## src/rtl/rxb_pkg.sv

```systemverilog
package rxb_pkg;

    typedef enum logic [1:0] {
        MODE_PLAIN  = 2'b00,
        MODE_MANUAL = 2'b01,
        MODE_RSVD   = 2'b10,
        MODE_AUTO   = 2'b11
    } rx_mode_e;

    typedef enum logic [1:0] {
        ST_HUNT  = 2'd0,
        ST_EMPTY = 2'd1,
        ST_FILL  = 2'd2
    } rx_state_e;

    typedef struct packed {
        logic ctrl;   // [7]
        logic addr;   // [6]
        logic match;  // [5]
        logic idle;   // [4]
        logic brk;    // [3]
        logic fe;     // [2]
        logic pe;     // [1]
        logic ovr;    // [0]
    } rx_stat_t;

    localparam int STAT_W = $bits(rx_stat_t);

endpackage

```

## src/rtl/rxb_addr_match.sv

```systemverilog
module rxb_addr_match #(
    parameter int DATA_W   = 8,
    parameter int NUM_ADDR = 2
) (
    input  logic [DATA_W-1:0]   chr_data,
    input  logic [NUM_ADDR-1:0][DATA_W-1:0] addr_tab,
    output logic                hit,
    output logic                hit_first
);

    logic [NUM_ADDR-1:0] eq_vec;

    genvar g;
    generate
        for (g = 0; g < NUM_ADDR; g++) begin : g_cmp
            assign eq_vec[g] = (chr_data == addr_tab[g]);
        end
    endgenerate

    assign hit       = |eq_vec;
    assign hit_first = eq_vec[0];

endmodule

```

## src/rtl/rxb_idle_cnt.sv

```systemverilog
module rxb_idle_cnt #(
    parameter int IDLE_W = 16
) (
    input  logic              clk,
    input  logic              rst_n,
    input  logic              tick,
    input  logic              restart,
    input  logic              arm,
    input  logic [IDLE_W-1:0] limit,
    output logic              expire
);

    logic [IDLE_W-1:0] run_cnt;
    logic [IDLE_W-1:0] run_inc;

    assign run_inc = run_cnt + 1'b1;
    assign expire  = tick && arm && (limit != '0) && (run_inc == limit);

    always_ff @(posedge clk) begin
        if (!rst_n) begin
            run_cnt <= '0;
        end else if (!arm || restart || expire) begin
            run_cnt <= '0;
        end else if (tick) begin
            run_cnt <= run_inc;
        end
    end

    AST_IDLE_RESTART: assert property (@(posedge clk) disable iff (!rst_n)
        expire |=> (run_cnt == '0));

    AST_IDLE_DISARMED: assert property (@(posedge clk) disable iff (!rst_n)
        !arm |=> (run_cnt == '0));

endmodule

```

## src/rtl/rxb_ctrl_fsm.sv

```systemverilog
module rxb_ctrl_fsm
    import rxb_pkg::*;
#(
    parameter int DATA_W  = 8,
    parameter int BUF_LEN = 8,
    parameter int CNT_W   = 4,
    parameter int IDX_W   = 3
) (
    input  logic              clk,
    input  logic              rst_n,
    input  logic              chr_valid,
    input  logic [DATA_W-1:0] chr_data,
    input  logic              chr_wake,
    input  logic              chr_ferr,
    input  logic              chr_perr,
    input  logic              brk_det,
    input  logic              ovr_det,
    input  logic              idle_expire,
    input  logic              addr_hit,
    input  logic              addr_first,
    input  rx_mode_e          mode,
    input  logic              int_en,
    input  logic              ctrl_en,
    input  logic [DATA_W-1:0] ctrl_char,
    output logic              fill_busy,
    output logic              wr_valid,
    output logic [IDX_W-1:0]  wr_idx,
    output logic [DATA_W-1:0] wr_data,
    output logic              cls_valid,
    output rx_stat_t          cls_status,
    output logic [CNT_W-1:0]  cls_count,
    output logic              rx_event
);

    rx_state_e        state, state_n;
    logic [CNT_W-1:0] fill, fill_n, fill_inc;
    logic             ovr_s, ovr_n;
    logic             addr_s, addr_n;
    logic             match_s, match_n;

    logic             do_wr, do_cls, keep_addr, take_rx, is_ctrl;
    logic [IDX_W-1:0] wr_i_n;
    logic [CNT_W-1:0] cnt_c;
    rx_stat_t         st_c;
    logic             is_auto, is_manual;

    assign is_auto   = (mode == MODE_AUTO);
    assign is_manual = (mode == MODE_MANUAL);
    assign fill_inc  = fill + 1'b1;
    assign is_ctrl   = ctrl_en && (chr_data == ctrl_char);
    assign fill_busy = (fill != '0);

    // next-state and action decode
    always_comb begin
        state_n   = state;
        fill_n    = fill;
        ovr_n     = ovr_s | ovr_det;
        addr_n    = addr_s;
        match_n   = match_s;
        do_wr     = 1'b0;
        wr_i_n    = '0;
        do_cls    = 1'b0;
        cnt_c     = fill;
        keep_addr = 1'b0;
        take_rx   = 1'b0;
        st_c       = '0;
        st_c.ovr   = ovr_s | ovr_det;
        st_c.addr  = is_auto ? 1'b1 : addr_s;
        st_c.match = is_auto & match_s;

        unique case (state)
            ST_HUNT: begin
                if (is_auto) begin
                    ovr_n = 1'b0;
                    if (chr_valid && chr_wake && addr_hit) begin
                        match_n = addr_first;   // T_ADDR_HIT
                        state_n = ST_EMPTY;
                    end
                end else begin
                    take_rx = 1'b1;
                end
            end
            ST_EMPTY, ST_FILL: begin
                take_rx = 1'b1;
            end
            default: begin
                state_n = ST_HUNT;
            end
        endcase

        if (take_rx) begin
            if (chr_valid && chr_wake && is_auto) begin
                do_cls = fill_busy;
                fill_n = '0;
                if (addr_hit) begin
                    match_n = addr_first;       // T_REHIT
                    state_n = ST_EMPTY;
                end else begin
                    state_n = ST_HUNT;          // T_ADDR_MISS
                end
            end else if (chr_valid && chr_wake && is_manual) begin
                do_cls    = fill_busy;
                keep_addr = 1'b1;
                addr_n    = 1'b1;
                do_wr     = 1'b1;
                wr_i_n    = '0;
                fill_n    = CNT_W'(1);
                state_n   = ST_FILL;
            end else if (chr_valid) begin
                do_wr  = 1'b1;
                wr_i_n = fill[IDX_W-1:0];
                if ((fill_inc == CNT_W'(BUF_LEN)) || is_ctrl || chr_ferr || chr_perr) begin
                    do_cls    = 1'b1;       // T_CLOSE
                    cnt_c     = fill_inc;
                    st_c.ctrl = is_ctrl;
                    st_c.fe   = chr_ferr;
                    st_c.pe   = chr_perr;
                    fill_n    = '0;
                    state_n   = ST_EMPTY;
                end else begin
                    fill_n  = fill_inc;     // T_FIRST_BYTE when empty
                    state_n = ST_FILL;
                end
            end else if (brk_det) begin
                do_cls   = 1'b1;
                st_c.brk = 1'b1;
                fill_n   = '0;
                state_n  = is_auto ? ST_HUNT : ST_EMPTY;   // T_BREAK_HUNT
            end else if (idle_expire) begin
                do_cls    = 1'b1;
                st_c.idle = 1'b1;
                fill_n    = '0;
                state_n   = ST_EMPTY;
            end
        end

        if (do_cls) begin
            ovr_n = 1'b0;
            if (!keep_addr) begin
                addr_n = 1'b0;
            end
        end
    end

    // state register
    always_ff @(posedge clk) begin
        if (!rst_n) begin
            state   <= ST_HUNT;
            fill    <= '0;
            ovr_s   <= 1'b0;
            addr_s  <= 1'b0;
            match_s <= 1'b0;
        end else begin
            state   <= state_n;
            fill    <= fill_n;
            ovr_s   <= ovr_n;
            addr_s  <= addr_n;
            match_s <= match_n;
        end
    end

    // output register
    always_ff @(posedge clk) begin
        if (!rst_n) begin
            wr_valid   <= 1'b0;
            wr_idx     <= '0;
            wr_data    <= '0;
            cls_valid  <= 1'b0;
            cls_status <= '0;
            cls_count  <= '0;
            rx_event   <= 1'b0;
        end else begin
            wr_valid   <= do_wr;
            wr_idx     <= wr_i_n;
            wr_data    <= chr_data;
            cls_valid  <= do_cls;
            cls_status <= st_c;
            cls_count  <= cnt_c;
            rx_event   <= do_cls & int_en;
        end
    end

    AST_HUNT_NO_WRITE: assert property (@(posedge clk) disable iff (!rst_n)
        (state == ST_HUNT && is_auto) |=> !wr_valid);

    AST_AUTO_ADDR_DROP: assert property (@(posedge clk) disable iff (!rst_n)
        (chr_valid && chr_wake && is_auto) |=> !wr_valid);

    AST_MATCH_NEEDS_ADDR: assert property (@(posedge clk) disable iff (!rst_n)
        (cls_valid && cls_status.match) |-> cls_status.addr);

    AST_EVENT_WITH_CLOSE: assert property (@(posedge clk) disable iff (!rst_n)
        rx_event |-> cls_valid);

    AST_COUNT_BOUND: assert property (@(posedge clk) disable iff (!rst_n)
        cls_valid |-> (cls_count <= CNT_W'(BUF_LEN)));

    AST_ERR_CLOSES: assert property (@(posedge clk) disable iff (!rst_n)
        (chr_valid && !chr_wake && (chr_ferr || chr_perr) && state != ST_HUNT)
        |=> (cls_valid && (cls_status.fe || cls_status.pe)));

    AST_BREAK_CLOSES: assert property (@(posedge clk) disable iff (!rst_n)
        (brk_det && state != ST_HUNT) |=> (cls_valid && cls_status.brk));

endmodule

```

## src/rtl/uart_rxbuf_ctl.sv

```systemverilog
module uart_rxbuf_ctl
    import rxb_pkg::*;
#(
    parameter int DATA_W  = 8,
    parameter int BUF_LEN = 8,
    parameter int IDLE_W  = 16,
    localparam int CNT_W  = $clog2(BUF_LEN + 1),
    localparam int IDX_W  = $clog2(BUF_LEN)
) (
    input  logic              clk,
    input  logic              rst_n,
    input  logic              chr_valid,
    input  logic [DATA_W-1:0] chr_data,
    input  logic              chr_wake,
    input  logic              chr_ferr,
    input  logic              chr_perr,
    input  logic              idle_tick,
    input  logic              brk_det,
    input  logic              ovr_det,
    input  logic [1:0]        cfg_mode,
    input  logic              cfg_int_en,
    input  logic              cfg_ctrl_en,
    input  logic [DATA_W-1:0] cfg_ctrl_char,
    input  logic [DATA_W-1:0] cfg_addr1,
    input  logic [DATA_W-1:0] cfg_addr2,
    input  logic [IDLE_W-1:0] cfg_max_idle,
    output logic              wr_valid,
    output logic [IDX_W-1:0]  wr_idx,
    output logic [DATA_W-1:0] wr_data,
    output logic              cls_valid,
    output logic [STAT_W-1:0] cls_status,
    output logic [CNT_W-1:0]  cls_count,
    output logic              rx_event
);

    logic     hit, hit_first, idle_expire, fill_busy;
    rx_stat_t stat_w;
    logic [1:0][DATA_W-1:0] addr_tab;

    assign addr_tab[0] = cfg_addr1;
    assign addr_tab[1] = cfg_addr2;

    rxb_addr_match #(
        .DATA_W   (DATA_W),
        .NUM_ADDR (2)
    ) u_match (
        .chr_data  (chr_data),
        .addr_tab  (addr_tab),
        .hit       (hit),
        .hit_first (hit_first)
    );

    rxb_idle_cnt #(
        .IDLE_W (IDLE_W)
    ) u_idle (
        .clk     (clk),
        .rst_n   (rst_n),
        .tick    (idle_tick),
        .restart (chr_valid | brk_det),
        .arm     (fill_busy),
        .limit   (cfg_max_idle),
        .expire  (idle_expire)
    );

    rxb_ctrl_fsm #(
        .DATA_W  (DATA_W),
        .BUF_LEN (BUF_LEN),
        .CNT_W   (CNT_W),
        .IDX_W   (IDX_W)
    ) u_fsm (
        .clk         (clk),
        .rst_n       (rst_n),
        .chr_valid   (chr_valid),
        .chr_data    (chr_data),
        .chr_wake    (chr_wake),
        .chr_ferr    (chr_ferr),
        .chr_perr    (chr_perr),
        .brk_det     (brk_det),
        .ovr_det     (ovr_det),
        .idle_expire (idle_expire),
        .addr_hit    (hit),
        .addr_first  (hit_first),
        .mode        (rx_mode_e'(cfg_mode)),
        .int_en      (cfg_int_en),
        .ctrl_en     (cfg_ctrl_en),
        .ctrl_char   (cfg_ctrl_char),
        .fill_busy   (fill_busy),
        .wr_valid    (wr_valid),
        .wr_idx      (wr_idx),
        .wr_data     (wr_data),
        .cls_valid   (cls_valid),
        .cls_status  (stat_w),
        .cls_count   (cls_count),
        .rx_event    (rx_event)
    );

    assign cls_status = stat_w;

    AST_ONE_SOURCE: assert property (@(posedge clk) disable iff (!rst_n)
        $onehot0({chr_valid, idle_tick, brk_det}));

    AST_WRITE_LAGS_INPUT: assert property (@(posedge clk) disable iff (!rst_n)
        wr_valid |-> $past(chr_valid));

endmodule

```

## config.mk

```make
export PLATFORM = sky130hd
export DESIGN_NAME = uart_rxbuf_ctl
export DESIGN_NICKNAME = d
export VERILOG_FILES = /design/src/rtl/rxb_pkg.sv /design/src/rtl/rxb_addr_match.sv /design/src/rtl/rxb_idle_cnt.sv /design/src/rtl/rxb_ctrl_fsm.sv /design/src/rtl/uart_rxbuf_ctl.sv
export SDC_FILE = /design/constraint.sdc
export NUM_CORES = 1
export LEC_CHECK = 0
export ABC_AREA = 1
export BUFFER_PORTS_ARGS = -buffer_cell sky130_fd_sc_hd__buf_2
export CAP_MARGIN = 20
export CORE_MARGIN = 10
export CORE_UTILIZATION = 35
export DETAILED_ROUTE_END_ITERATION = 8
export GPL_ROUTABILITY_DRIVEN = 0
export PLACE_DENSITY_LB_ADDON = 0.05
export SETUP_SLACK_MARGIN = 0.5
export SLEW_MARGIN = 15
export SYNTH_ARGS = -nofsm -noshare
export SYNTH_HDL_FRONTEND = slang
export SYNTH_SLANG_ARGS = --single-unit
```

## constraint.sdc

```tcl
create_clock -name clk -period 4.6 [get_ports clk]
set_clock_uncertainty 0.2 [all_clocks]
set_input_delay 0.69 -clock clk [delete_from_list [all_inputs] [get_ports clk]]
set_output_delay 0.69 -clock clk [all_outputs]
set_load 0.05 [all_outputs]
```

# After elaboration in Yosys (flattened, before gate mapping)
# Cells that the tools add are included.
# word_totals
output_inout_bits,26
in_bits,61
register_bits,51
wordCells,119
# op_classes
n_reduce_logical,28
n_bitwise,8
add_sub_neg,2
muxes,52
n_eq_ne,9
# op_table
operator,count
2-to-1 mux 4 bit,11
2-to-1 mux 1 bit,30
equality test 8 bit,3
2-to-1 mux 2 bit,9
adder 16 x 1 -> 16 bit (second input constant),1
equality test 16 bit,1
nonzero test 16 bit,1
OR reduction 6 bit,2
OR reduction 5 bit,2
logical AND 1 bit,8
OR reduction 2 bit,4
logical OR 1 bit,5
nonzero test 5 bit,1
adder 4 x 1 -> 4 bit (second input constant),1
equality test 2 x 1 -> 1 bit (second input constant),2
equality test 2 bit (second input constant),2
equality test 4 bit (second input constant),1
NOT 1 bit,4
case mux 2 bit (2 select lines),1
nonzero test 4 bit,1
OR reduction 3 bit,1
bitwise AND 1 bit,2
logical NOT 2 bit,1
bitwise OR 1 bit,2
other kinds (3),3

# Depth between registers and ports, before layout
# Gate-level depths: netlist (run 1).
# logic_depth
word_depth,12
depth_mapped,18
ltp_nobuf,18

# By module
# From an unflattened synthesis (run 1), not the netlist that was laid out.
# unflattened
cells_unflattened,558
hier_area_um2,3493.4
# modules_own_cells
mod,cells_each,seq_area_each_um2,area_each_um2,n_inst
rxb_ctrl_fsm,225,700.7,1651.6,1
rxb_idle_cnt,269,320.3,1561.5,1
rxb_addr_match,61,0.0,269.0,1
uart_rxbuf_ctl,3,0.0,11.3,1

# Worst setup path after synthesis (run 1)
# Ideal clock, no wire load.
# synth_path
path_kind,input -> register
startpoint,input cfg_mode[0]
endpoint,register u_fsm.cls_count[3]
setup_ps,120
stages,10
setup_slack_ps,2203
arrival_ps,2077
cell_sequence,nand2_1 -> nand2_1 -> a21oi_2 -> inv_1 -> nor2_1 -> inv_1 -> nor2_1 -> nand4_1 -> o21ai_0 -> a21oi_1
# synth_via
elab_chain_len,5
word_cells_on_any_way,9
classes_between,eq/ne: 2; mux: 5; reduce/logical: 2
# synth_lines
element,line_no,rtl
from (decl),uart_rxbuf_ctl.sv:20,"input logic [1:0] cfg_mode,"
equality test 2 x 1 -> 1 bit,rxb_ctrl_fsm.sv:48,assign is_manual = (mode == MODE_MANUAL);
logical AND 1 bit,rxb_ctrl_fsm.sv:101,end else if (chr_valid && chr_wake && is_manual) begin
2-to-1 mux 4 bit,rxb_ctrl_fsm.sv:101,
2-to-1 mux 4 bit,rxb_ctrl_fsm.sv:92,if (chr_valid && chr_wake && is_auto) begin
2-to-1 mux 4 bit *,rxb_ctrl_fsm.sv:91,if (take_rx) begin
to (signal assigned),rxb_ctrl_fsm.sv:178,cls_count <= cnt_c;
to (decl),rxb_ctrl_fsm.sv:31,"output logic [CNT_W-1:0] cls_count,"
# Every way passes the cells marked *; elsewhere a longest branch is shown, timed or not.
# A chain may end at the register's enable or synchronous reset.

# Final worst setup path (run 1)
# layout_path
startpoint,register u_fsm.state[0]
endpoint,register u_fsm.cls_count[3]
# layout_via
elab_chain_len,4
word_cells_on_any_way,6
classes_between,eq/ne: 2; mux: 2; reduce/logical: 2
# layout_lines
element,line_no,rtl
from (decl),rxb_ctrl_fsm.sv:35,"rx_state_e state, state_n;"
from (signal assigned),rxb_ctrl_fsm.sv:154,state <= state_n;
equality test 2 x 1 -> 1 bit / equality test 2 bit (equally long branches),rxb_ctrl_fsm.sv:71,unique case (state)
OR reduction 2 bit,rxb_ctrl_fsm.sv:71,
case mux 1 bit (2 select lines) *,rxb_ctrl_fsm.sv:71,
2-to-1 mux 4 bit *,rxb_ctrl_fsm.sv:91,
# Marked as above.

==> impl_results.rst, run 1 <==
.. list-table::
   :header-rows: 1

   * - Metric
     - Value
   * - Worst-Margin Slew
     - 0.4764 ns
   * - Hold WC Path Type
     - reg -> reg
   * - Hold-critical path depth
     - 2
   * - Number of flops mapped to enable cells by yosys
     - 0
   * - First DRT Iteration DRCs
     - 143
   * - Post-CTS setup buffers
     - 0
   * - Number of detailed-routing iterations run before antenna repair
     - 5
   * - Worst path cell trace
     - inv_1, ha_1, nand2_1, a21oi_2, inv_1, nor2_1, inv_1, nor2_1, nand4_1, o21ai_0, a21oi_1
   * - Final WL
     - 9240 um
   * - Remaining antenna violation count after routing
     - 0
   * - Number of filler cells placed in the layout
     - just under 1,000
   * - Critical path type
     - reg -> reg
   * - CTS root buf
     - sky130_fd_sc_hd__clkbuf_8
   * - Tcrit/Tclk final
     - 56.21%
   * - Highest-utilization routing layer at the global route stage
     - met2
   * - Vert. Die Dim
     - 115.6 um
   * - Delay of the slowest cell on the worst path
     - 0.39 ns
   * - GR met1 Demand/Resource
     - 16.26%
   * - Die area
     - 13,370 um^2
   * - Gr usage total
     - 14.02%
   * - Number of different library cells in the post-synthesis netlist
     - 30
   * - Max-cap violation count
     - 0
   * - Number of max-slew violations in the final report
     - 0
   * - List of most frequent post-synthesis cells
     - sky130_fd_sc_hd__nand2_1, sky130_fd_sc_hd__inv_1, sky130_fd_sc_hd__nor2_1
   * - Share of the synthesized area in the top cell type
     - 31.89%
   * - Post-cts resize count
     - 0
   * - Dominant register cell in the synthesized netlist
     - sky130_fd_sc_hd__dfxtp_1
   * - Wire length of the first global-routing pass
     - 15,280 um
   * - Count of buffers inserted at the top-level ports
     - 86
   * - Num ports
     - 87
   * - Skew-Pair Late Insertion Delay
     - 0.31 ns
   * - Async S/R FF share, synth
     - 0%
   * - Standard-cell row count
     - 34
   * - Buffering stage count on the worst path with inverters included
     - 3
   * - Setup repair after global routing missed its margin
     - false
   * - Required time worst endpoint
     - 4.60 ns
   * - Kind of start point of the critical path
     - register
   * - Slowest stage cell, crit path
     - sky130_fd_sc_hd__a21oi_2
   * - Area growth from synthesis to layout
     - 19.85%
   * - Clock input transition at the sequential cells of the worst setup and hold paths
     - about 0.10 ns
   * - Number of antenna violations at the first check in global routing
     - 0
   * - Global routing usage on met2
     - 24.33%
   * - Leak pwr
     - 1.892 nW
   * - Dominant cells by area after synthesis
     - sky130_fd_sc_hd__dfxtp_1, sky130_fd_sc_hd__nand2_1, sky130_fd_sc_hd__nand3_1
   * - Count of vias placed by the detailed router
     - 3,297
   * - Library cell with the largest summed area after synthesis
     - sky130_fd_sc_hd__dfxtp_1
   * - Nets
     - between 600 and 700
   * - Number of sinks driven by the clock tree
     - 51
   * - Remaining global-route overflow
     - 0
   * - Mapped Avg Cell Area
     - 6.495 um^2
   * - Max H-tree Level
     - 2
   * - Final routed wire length divided by cell count
     - 13.41 um
   * - Max transition margin
     - 68.12%
   * - Synth Instances
     - 493
   * - Min Hold Slack
     - 0.2723 ns
   * - Final min period
     - 2.586 ns
   * - Critical R2R Launch
     - u_fsm.state[0]
   * - Synthesized Nets
     - 562
   * - Critical path data arrival time
     - around 2.6 ns
   * - Number of buffers on the longest clock path
     - 2
   * - Result of the run
     - complete, no violations
   * - Count of state elements after synthesis
     - 51
   * - Final count of negative-setup-slack endpoints
     - 0
   * - Max Fclk
     - 386.7 MHz
   * - Max Fanout on Critical Path
     - 8
   * - Startpoint of the worst hold path
     - u_fsm.fill[3]
   * - M3 GR Usage
     - 4.651%
   * - FF-to-FF End
     - u_fsm.cls_count[3]
   * - Half-perimeter wire length after placement
     - 7713 um
   * - Horiz. Die Dim
     - roughly 120 um
   * - Placeable core region
     - between 8000 and 9000 um^2
   * - Setup Total Neg Slack
     - 0 ns
   * - Via count of the first global-routing pass
     - 3,339
   * - Clock tree from TritonCTS
     - yes
   * - Number of failing hold endpoints at the final stage
     - 0
   * - Drt drc
     - 0
   * - Power density of the placed cells
     - 258.2 nW/um^2
   * - Cell seen most often among critical-path stages
     - sky130_fd_sc_hd__inv_1
   * - Yosys warning total
     - 0
   * - Initial Util
     - 36.36%
   * - Via density per instance
     - 4.785
   * - Share of post-route cells with drive strength above 1
     - between 10% and 20%
   * - Maximum vdd ir drop
     - 161.5 uV
   * - Endpoint type of the worst setup path
     - register
   * - Hold Path Sink
     - u_fsm.fill[3]
   * - Mapped Area
     - 3202 um^2
   * - Most frequently used cell type in the post-synthesis netlist
     - sky130_fd_sc_hd__nand2_1
   * - Total CTS buffers
     - 5
   * - Part of the Yosys area used for sequential elements
     - a little under a third
   * - CP top delay family
     - simple AND/OR/NAND/NOR gates
   * - Worst setup slack for register-to-register paths
     - 2.01 ns
   * - Largest net degree at the start of global routing
     - 23
   * - Register-to-Register Path Depth
     - 11
   * - Post-cts hold buffer count
     - 0
   * - Logic depth of the worst setup path including buffers
     - 11
==> worst max-delay path by stage <==
| stage | to | slack, ns | start |
|---|---|---|---|
| finish | u_fsm.cls_count[3] | 2.01 | u_fsm.state[0] |
| global route | u_fsm.cls_count[3] | 1.72 | u_fsm.state[0] |
| CTS | u_fsm.cls_count[3] | 2.00 | u_fsm.state[0] |
| detailed placement | u_fsm.fill[2] | 1.68 | idle_tick |
| global placement | u_fsm.cls_count[3] | 1.68 | cfg_mode[1] |
| floorplan | u_fsm.cls_count[3] | 2.20 | cfg_mode[0] |
==> stage by stage <==
step	utilization [%]	setup slack (ns)	total power [mW]	cells	cell area, um^2
detailed placement	42.51	1.683	0.7290	681	3744
floorplan	-	2.203	0.6477	493	3202
finish	43.58	2.014	0.9909	689	3837
CTS	43.55	1.997	1.011	688	3835
global route	43.55	1.719	1.054	688	3835
global placement	42.51	1.679	0.7275	681	3744
==> placed cells by master, fill, tap and decap left out, types with 2 or more instances in the layout <==
cell / n
sky130_fd_sc_hd__nand2_1: 124
sky130_fd_sc_hd__buf_2: 86
sky130_fd_sc_hd__inv_1: 74
sky130_fd_sc_hd__nor2_1: 59
sky130_fd_sc_hd__nand3_1: 57
sky130_fd_sc_hd__dfxtp_1: 51
sky130_fd_sc_hd__o21ai_0: 19
sky130_fd_sc_hd__a21oi_1: 17
sky130_fd_sc_hd__nand4_1: 16
sky130_fd_sc_hd__xnor2_1: 14
sky130_fd_sc_hd__xor2_1: 10
sky130_fd_sc_hd__nor3_1: 8
sky130_fd_sc_hd__ha_1: 8
sky130_fd_sc_hd__clkbuf_8: 6
sky130_fd_sc_hd__nor2_2: 5
sky130_fd_sc_hd__nor2_4: 4
sky130_fd_sc_hd__o22ai_1: 3
sky130_fd_sc_hd__nand2_4: 3
sky130_fd_sc_hd__nand2_2: 2
sky130_fd_sc_hd__xnor3_1: 2
sky130_fd_sc_hd__nand3b_1: 2
sky130_fd_sc_hd__o211ai_1: 2
==> kinds of logic after synthesis <==
group | after synthesis | share of synthesized area, %
simple gates | 282 | 39.90
compound gates | 45 | 7.581
buf+inv | 81 | 9.535
fa+ha+maj | 8 | 3.126
xor+xnor | 26 | 7.972
flops | 51 | 31.89
==> sequential cells by signal, summed over array words and instances (netlist names) <==
signal / flops
u_fsm.fill: 4
u_fsm.wr_data: 8
u_fsm.cls_valid: 1
u_fsm.rx_event: 1
u_fsm.match_s: 1
u_fsm.wr_valid: 1
u_idle.run_cnt: 16
u_fsm.state: 2
u_fsm.cls_status: 8
u_fsm.addr_s: 1
u_fsm.wr_idx: 3
u_fsm.cls_count: 4
u_fsm.ovr_s: 1
==> worst reg2reg max path: stages (launching register included) <==
cell                      delay (ns)
sky130_fd_sc_hd__dfxtp_1        0.34
sky130_fd_sc_hd__inv_1          0.10
sky130_fd_sc_hd__ha_1           0.23
sky130_fd_sc_hd__nand2_1        0.08
sky130_fd_sc_hd__a21oi_2        0.39
sky130_fd_sc_hd__inv_1          0.21
sky130_fd_sc_hd__nor2_1         0.17
sky130_fd_sc_hd__inv_1          0.09
sky130_fd_sc_hd__nor2_1         0.31
sky130_fd_sc_hd__nand4_1        0.15
sky130_fd_sc_hd__o21ai_0        0.17
sky130_fd_sc_hd__a21oi_1        0.05
==> where the power goes <==
group          switching (mW)  leakage (nW)  total [mW]  internal, mW
Combinational           0.163          1.43       0.243        0.0803
Sequential             0.0103         0.416       0.473         0.462
Clock                   0.154        0.0477       0.275         0.122
Total                   0.327          1.89       0.991         0.664
==> routing by layer <==
metal / routed length, um / vias up
met4: 78 / 0
li1: - / 1742
met5: 0 / -
met1: 4008 / 1468
met2: 4484 / 81
met3: 669 / 6
==> final cells by class <==
type	instances	area [um^2]	share of cell area [%]
antenna	1	2.502	0.06521
clock inverter	1	8.758	0.2282
multi-input combinational	361	1876	48.88
timing repair buffer	86	430.4	11.22
tap	108	135.1	3.521
sequential	51	1021	26.61
clock buffer	6	82.58	2.152
inverter	75	281.5	7.336
(Power assumes the default switching activity.)
==> run 2: changes to the inputs <==
--- a/config.mk
+++ b/config.mk
@@ -5,7 +5,7 @@
 export SDC_FILE = /design/constraint.sdc
 export NUM_CORES = 1
 export LEC_CHECK = 0
-export ABC_AREA = 1
+export ABC_AREA = 0
 export BUFFER_PORTS_ARGS = -buffer_cell sky130_fd_sc_hd__buf_2
 export CAP_MARGIN = 20
 export CORE_MARGIN = 10
==> constraint.sdc (replaced) <==
create_clock -name clk -period 2.5 [get_ports clk]
set_clock_uncertainty 0.2 [all_clocks]
set_input_delay 0.375 -clock clk [delete_from_list [all_inputs] [get_ports clk]]
set_output_delay 0.375 -clock clk [all_outputs]
set_load 0.05 [all_outputs]
==> run 2 against run 1 <==
Synthesized area down 8.0%. Critical path depth down 3. Setup slack worse by 1.9 ns. Worst hold slack worse by 0.18 ns. Count of clock-buffer cells in the layout down 1. Power up 85%. Sequential share of layout area down 0.82 points. First-iteration DRC count down 36%. Sequential power up 79%. Sequential cell count unchanged. Critical path type unchanged. Core utilization up 5.6 points.
==> impl_results.rst, run 2 <==
.. list-table::
   :header-rows: 1

   * - Metric
     - Value
   * - Mapped Avg Cell Area
     - 8.591 um^2
   * - Cell Count, Final, Fillers Out
     - 573
   * - Min Hold Slack
     - 0.09223 ns
   * - Number of max-slew violations in the final report
     - 0
   * - Seq pwr share
     - a little under half
   * - Nets
     - 537
   * - Placeable core region
     - 8217 um^2
   * - Synthesized Nets
     - 412
   * - Number of failing hold endpoints at the final stage
     - 0
   * - Top Registers
     - u_idle.run_cnt: 16 flops, u_fsm.cls_status: 8 flops, u_fsm.wr_data: 8 flops
   * - Mapped Area
     - 2947 um^2
   * - CP top delay family
     - simple AND/OR/NAND/NOR gates
   * - Result of the run
     - complete, no violations
   * - Num ports
     - 87
   * - Area growth from synthesis to layout
     - 37.16%
   * - Share of total power in the clock network
     - 30.5%
   * - Skew-Pair Late Insertion Delay
     - roughly 0.3 ns
   * - Total CTS buffers
     - 5
   * - Count of buffers inserted at the top-level ports
     - 86
   * - M3 GR Usage
     - ~3.1%
   * - First DRT Iteration DRCs
     - 91
   * - Vert. Die Dim
     - approximately 110 um
   * - Kind of start point of the critical path
     - register
   * - Count of state elements after synthesis
     - 51
   * - Gr usage total
     - 12.95%
   * - Highest-utilization routing layer at the global route stage
     - met2
   * - Max H-tree Level
     - 2
   * - List of most frequent post-synthesis cells
     - sky130_fd_sc_hd__dfxtp_1, sky130_fd_sc_hd__nor2_1, sky130_fd_sc_hd__xor2_1
   * - Maximum vdd ir drop
     - 278.6 uV
   * - Most frequently used cell type in the post-synthesis netlist
     - sky130_fd_sc_hd__dfxtp_1
   * - Initial Util
     - 35.86%
   * - Critical path type
     - reg -> reg
   * - Remaining global-route overflow
     - 0
   * - Power density of the placed cells
     - 454.7 nW/um^2
   * - Clock input transition at the sequential cells of the worst setup and hold paths
     - around 0.09 ns
   * - Commonest cells after routing, fill and taps aside
     - sky130_fd_sc_hd__buf_2, sky130_fd_sc_hd__buf_4, sky130_fd_sc_hd__dfxtp_1
   * - Antenna cells
     - 0
   * - Half-perimeter wire length after placement
     - 6710 um
   * - Cell area reported after detailed placement
     - 3722 um^2
   * - GR met1 Demand/Resource
     - 15.83%
   * - Yosys warning total
     - 0
   * - Remaining antenna violation count after routing
     - 0
   * - Count of vias placed by the detailed router
     - 2,817
   * - Combinational group share of total power
     - a little under a quarter
   * - Delay of the slowest cell on the worst path
     - 0.51 ns
   * - Slowest stage cell, crit path
     - sky130_fd_sc_hd__or4_4
   * - Standard-cell row count
     - 33
   * - Leak pwr
     - between 1.5 and 2 nW
   * - Max transition margin
     - 62.80%
   * - Horiz. Die Dim
     - 111.8 um
   * - Number of sinks driven by the clock tree
     - 51
   * - Via density per instance
     - ~4.9
   * - Share of post-route cells with drive strength above 1
     - approximately two fifths
   * - Final count of negative-setup-slack endpoints
     - 0
   * - Max Fanout on Critical Path
     - 8
   * - Via count of the first global-routing pass
     - 2,885
   * - Max-cap violation count
     - 0
   * - Number of flip-flops under the largest register name
     - 16
   * - Endpoint type of the worst setup path
     - register
   * - Wire length of the first global-routing pass
     - about 14,000 um
   * - Final min period
     - 2.380 ns
   * - Register with the most flip-flops
     - u_idle.run_cnt
   * - Int Power
     - 1.301 mW
   * - Dominant cells by area after synthesis
     - sky130_fd_sc_hd__dfxtp_1, sky130_fd_sc_hd__xor2_1, sky130_fd_sc_hd__xnor2_1
   * - Part of the Yosys area used for sequential elements
     - 34.65%
   * - Die area
     - about 12,000 um^2
   * - Max Fclk
     - 420.2 MHz
   * - Drt drc
     - 0
   * - Number of flops mapped to enable cells by yosys
     - 0
   * - Most frequent standard cell in the layout excluding fill and tap cells
     - sky130_fd_sc_hd__buf_2
   * - CTS root buf
     - sky130_fd_sc_hd__clkbuf_8
   * - Tcrit/Tclk final
     - 95.18%
   * - Hold WC Path Type
     - in -> reg
   * - Switching power share of the total
     - 29.23%
   * - Worst path cell trace
     - xor2_2, or3_1, or4_4, o311ai_4, nand4_4, buf_4, nand3_2, nor2_1
   * - Number of detailed-routing iterations run before antenna repair
     - 4
   * - Dominant register cell in the synthesized netlist
     - sky130_fd_sc_hd__dfxtp_1
   * - Global routing usage on met2
     - 22.30%
   * - Library cell with the largest summed area after synthesis
     - sky130_fd_sc_hd__dfxtp_1
   * - Clock tree from TritonCTS
     - yes
   * - Post-cts hold buffer count
     - 0
   * - Inst Count DP
     - 555
   * - Number of different library cells in the post-synthesis netlist
     - 51
   * - Final WL
     - between 8000 and 9000 um
   * - Setup repair after global routing missed its margin
     - true
   * - Overall power of the completed layout
     - 1.838 mW
   * - Largest net degree at the start of global routing
     - 22
   * - Final routed wire length divided by cell count
     - roughly 15 um
   * - Number of antenna violations at the first check in global routing
     - 0
   * - Worst-Margin Slew
     - 0.5559 ns
   * - Required time worst endpoint
     - 2.49 ns
   * - Area of all placed cells without fillers
     - approximately 4000 um^2
   * - Share of the synthesized area in the top cell type
     - 34.65%
   * - Switching power summed over all nets
     - around 0.54 mW
   * - Number of buffers on the longest clock path
     - 2
   * - Async S/R FF share, synth
     - 0%
   * - Buffering stage count on the worst path with inverters included
     - 1
   * - Critical path data arrival time
     - 2.37 ns
   * - Synth Instances
     - 343
==> run 2: logic make-up (layout without fill, tap and decap cells) <==
| kind of cell | Yosys count | after routing | synth area share, % |
|---|---|---|---|
| AND/OR/NAND/NOR | 158 | 159 | 30.32 |
| buffers and inverters | 23 | 147 | 3.694 |
| adder cells (fa/ha/maj) | 8 | 8 | 3.397 |
| AO/OA/AOI/OAI | 42 | 42 | 9.725 |
| multiplexers | 2 | 2 | 0.6794 |
| flip-flops | 51 | 51 | 34.65 |
| XOR/XNOR | 59 | 59 | 17.54 |
==> run 2: final timing paths <==
| check | from | end | slack [ns] | cells after the start |
|---|---|---|---|---|
| worst max-delay path | u_idle.run_cnt[15] | u_idle.run_cnt[4] | 0.12 | 8 |
| worst min-delay path | brk_det | u_fsm.cls_status[4] | 0.09 | 2 |
| worst max register to register | u_idle.run_cnt[15] | u_idle.run_cnt[4] | 0.12 | 8 |
| worst min register to register | u_fsm.fill[1] | u_fsm.wr_idx[1] | 0.27 | 2 |
==> run 2: worst reg2reg max path: cells and delay by family (launching register included) <==
kind,cells,cell delay [ns]
XOR/XNOR,1,0.18
flip-flops,1,0.34
AO/OA/AOI/OAI,1,0.10
buffers and inverters,1,0.19
AND/OR/NAND/NOR,5,1.26
==> run 2: area by class of cell <==
class / instances / area [um^2]
Multi-Input combinational cell: 270 / 1956
Tap cell: 105 / 131.4
Fill cell: 825 / 4175
Timing Repair Buffer: 131 / 772.0
Inverter: 9 / 33.78
Sequential cell: 51 / 1042
Clock buffer: 5 / 68.82
Clock inverter: 2 / 37.54
==> run 2: layer usage <==
layer  share of wire (%)  up-vias
met2                  50       60
met4                 1.2        0
met1                  45     1291
li1                    -     1457
met3                 4.4        9
met5                   0        -
==> run 2: stage by stage <==
| stage | setup TNS, ns | util [%] | setup slack, ns |
|---|---|---|---|
| after floorplan | 0 | - | 0.1814 |
| after global placement | -0.3334 | 45.30 | -0.07222 |
| after detailed placement | -0.6397 | 45.30 | -0.1127 |
| after CTS | 0 | 48.23 | 0.08581 |
| after global routing | 0 | 49.19 | 0.01367 |
| final | 0 | 49.19 | 0.1204 |
==> run 2: timing repair <==
action	in CTS	in global routing
pin swaps	11	9
setup endpoints to repair	29	30
gates cloned	0	1
gates resized for setup	21	13
setup buffers	6	4
==> run 2: power by group through the flow <==
stage	sequential (mW)	combinational [mW]	clock, mW
global route	0.851	0.472	0.614
detailed placement	0.868	0.410	0
finish	0.847	0.431	0.560
global placement	0.868	0.408	0
floorplan	0.937	0.173	0
CTS	0.847	0.419	0.588
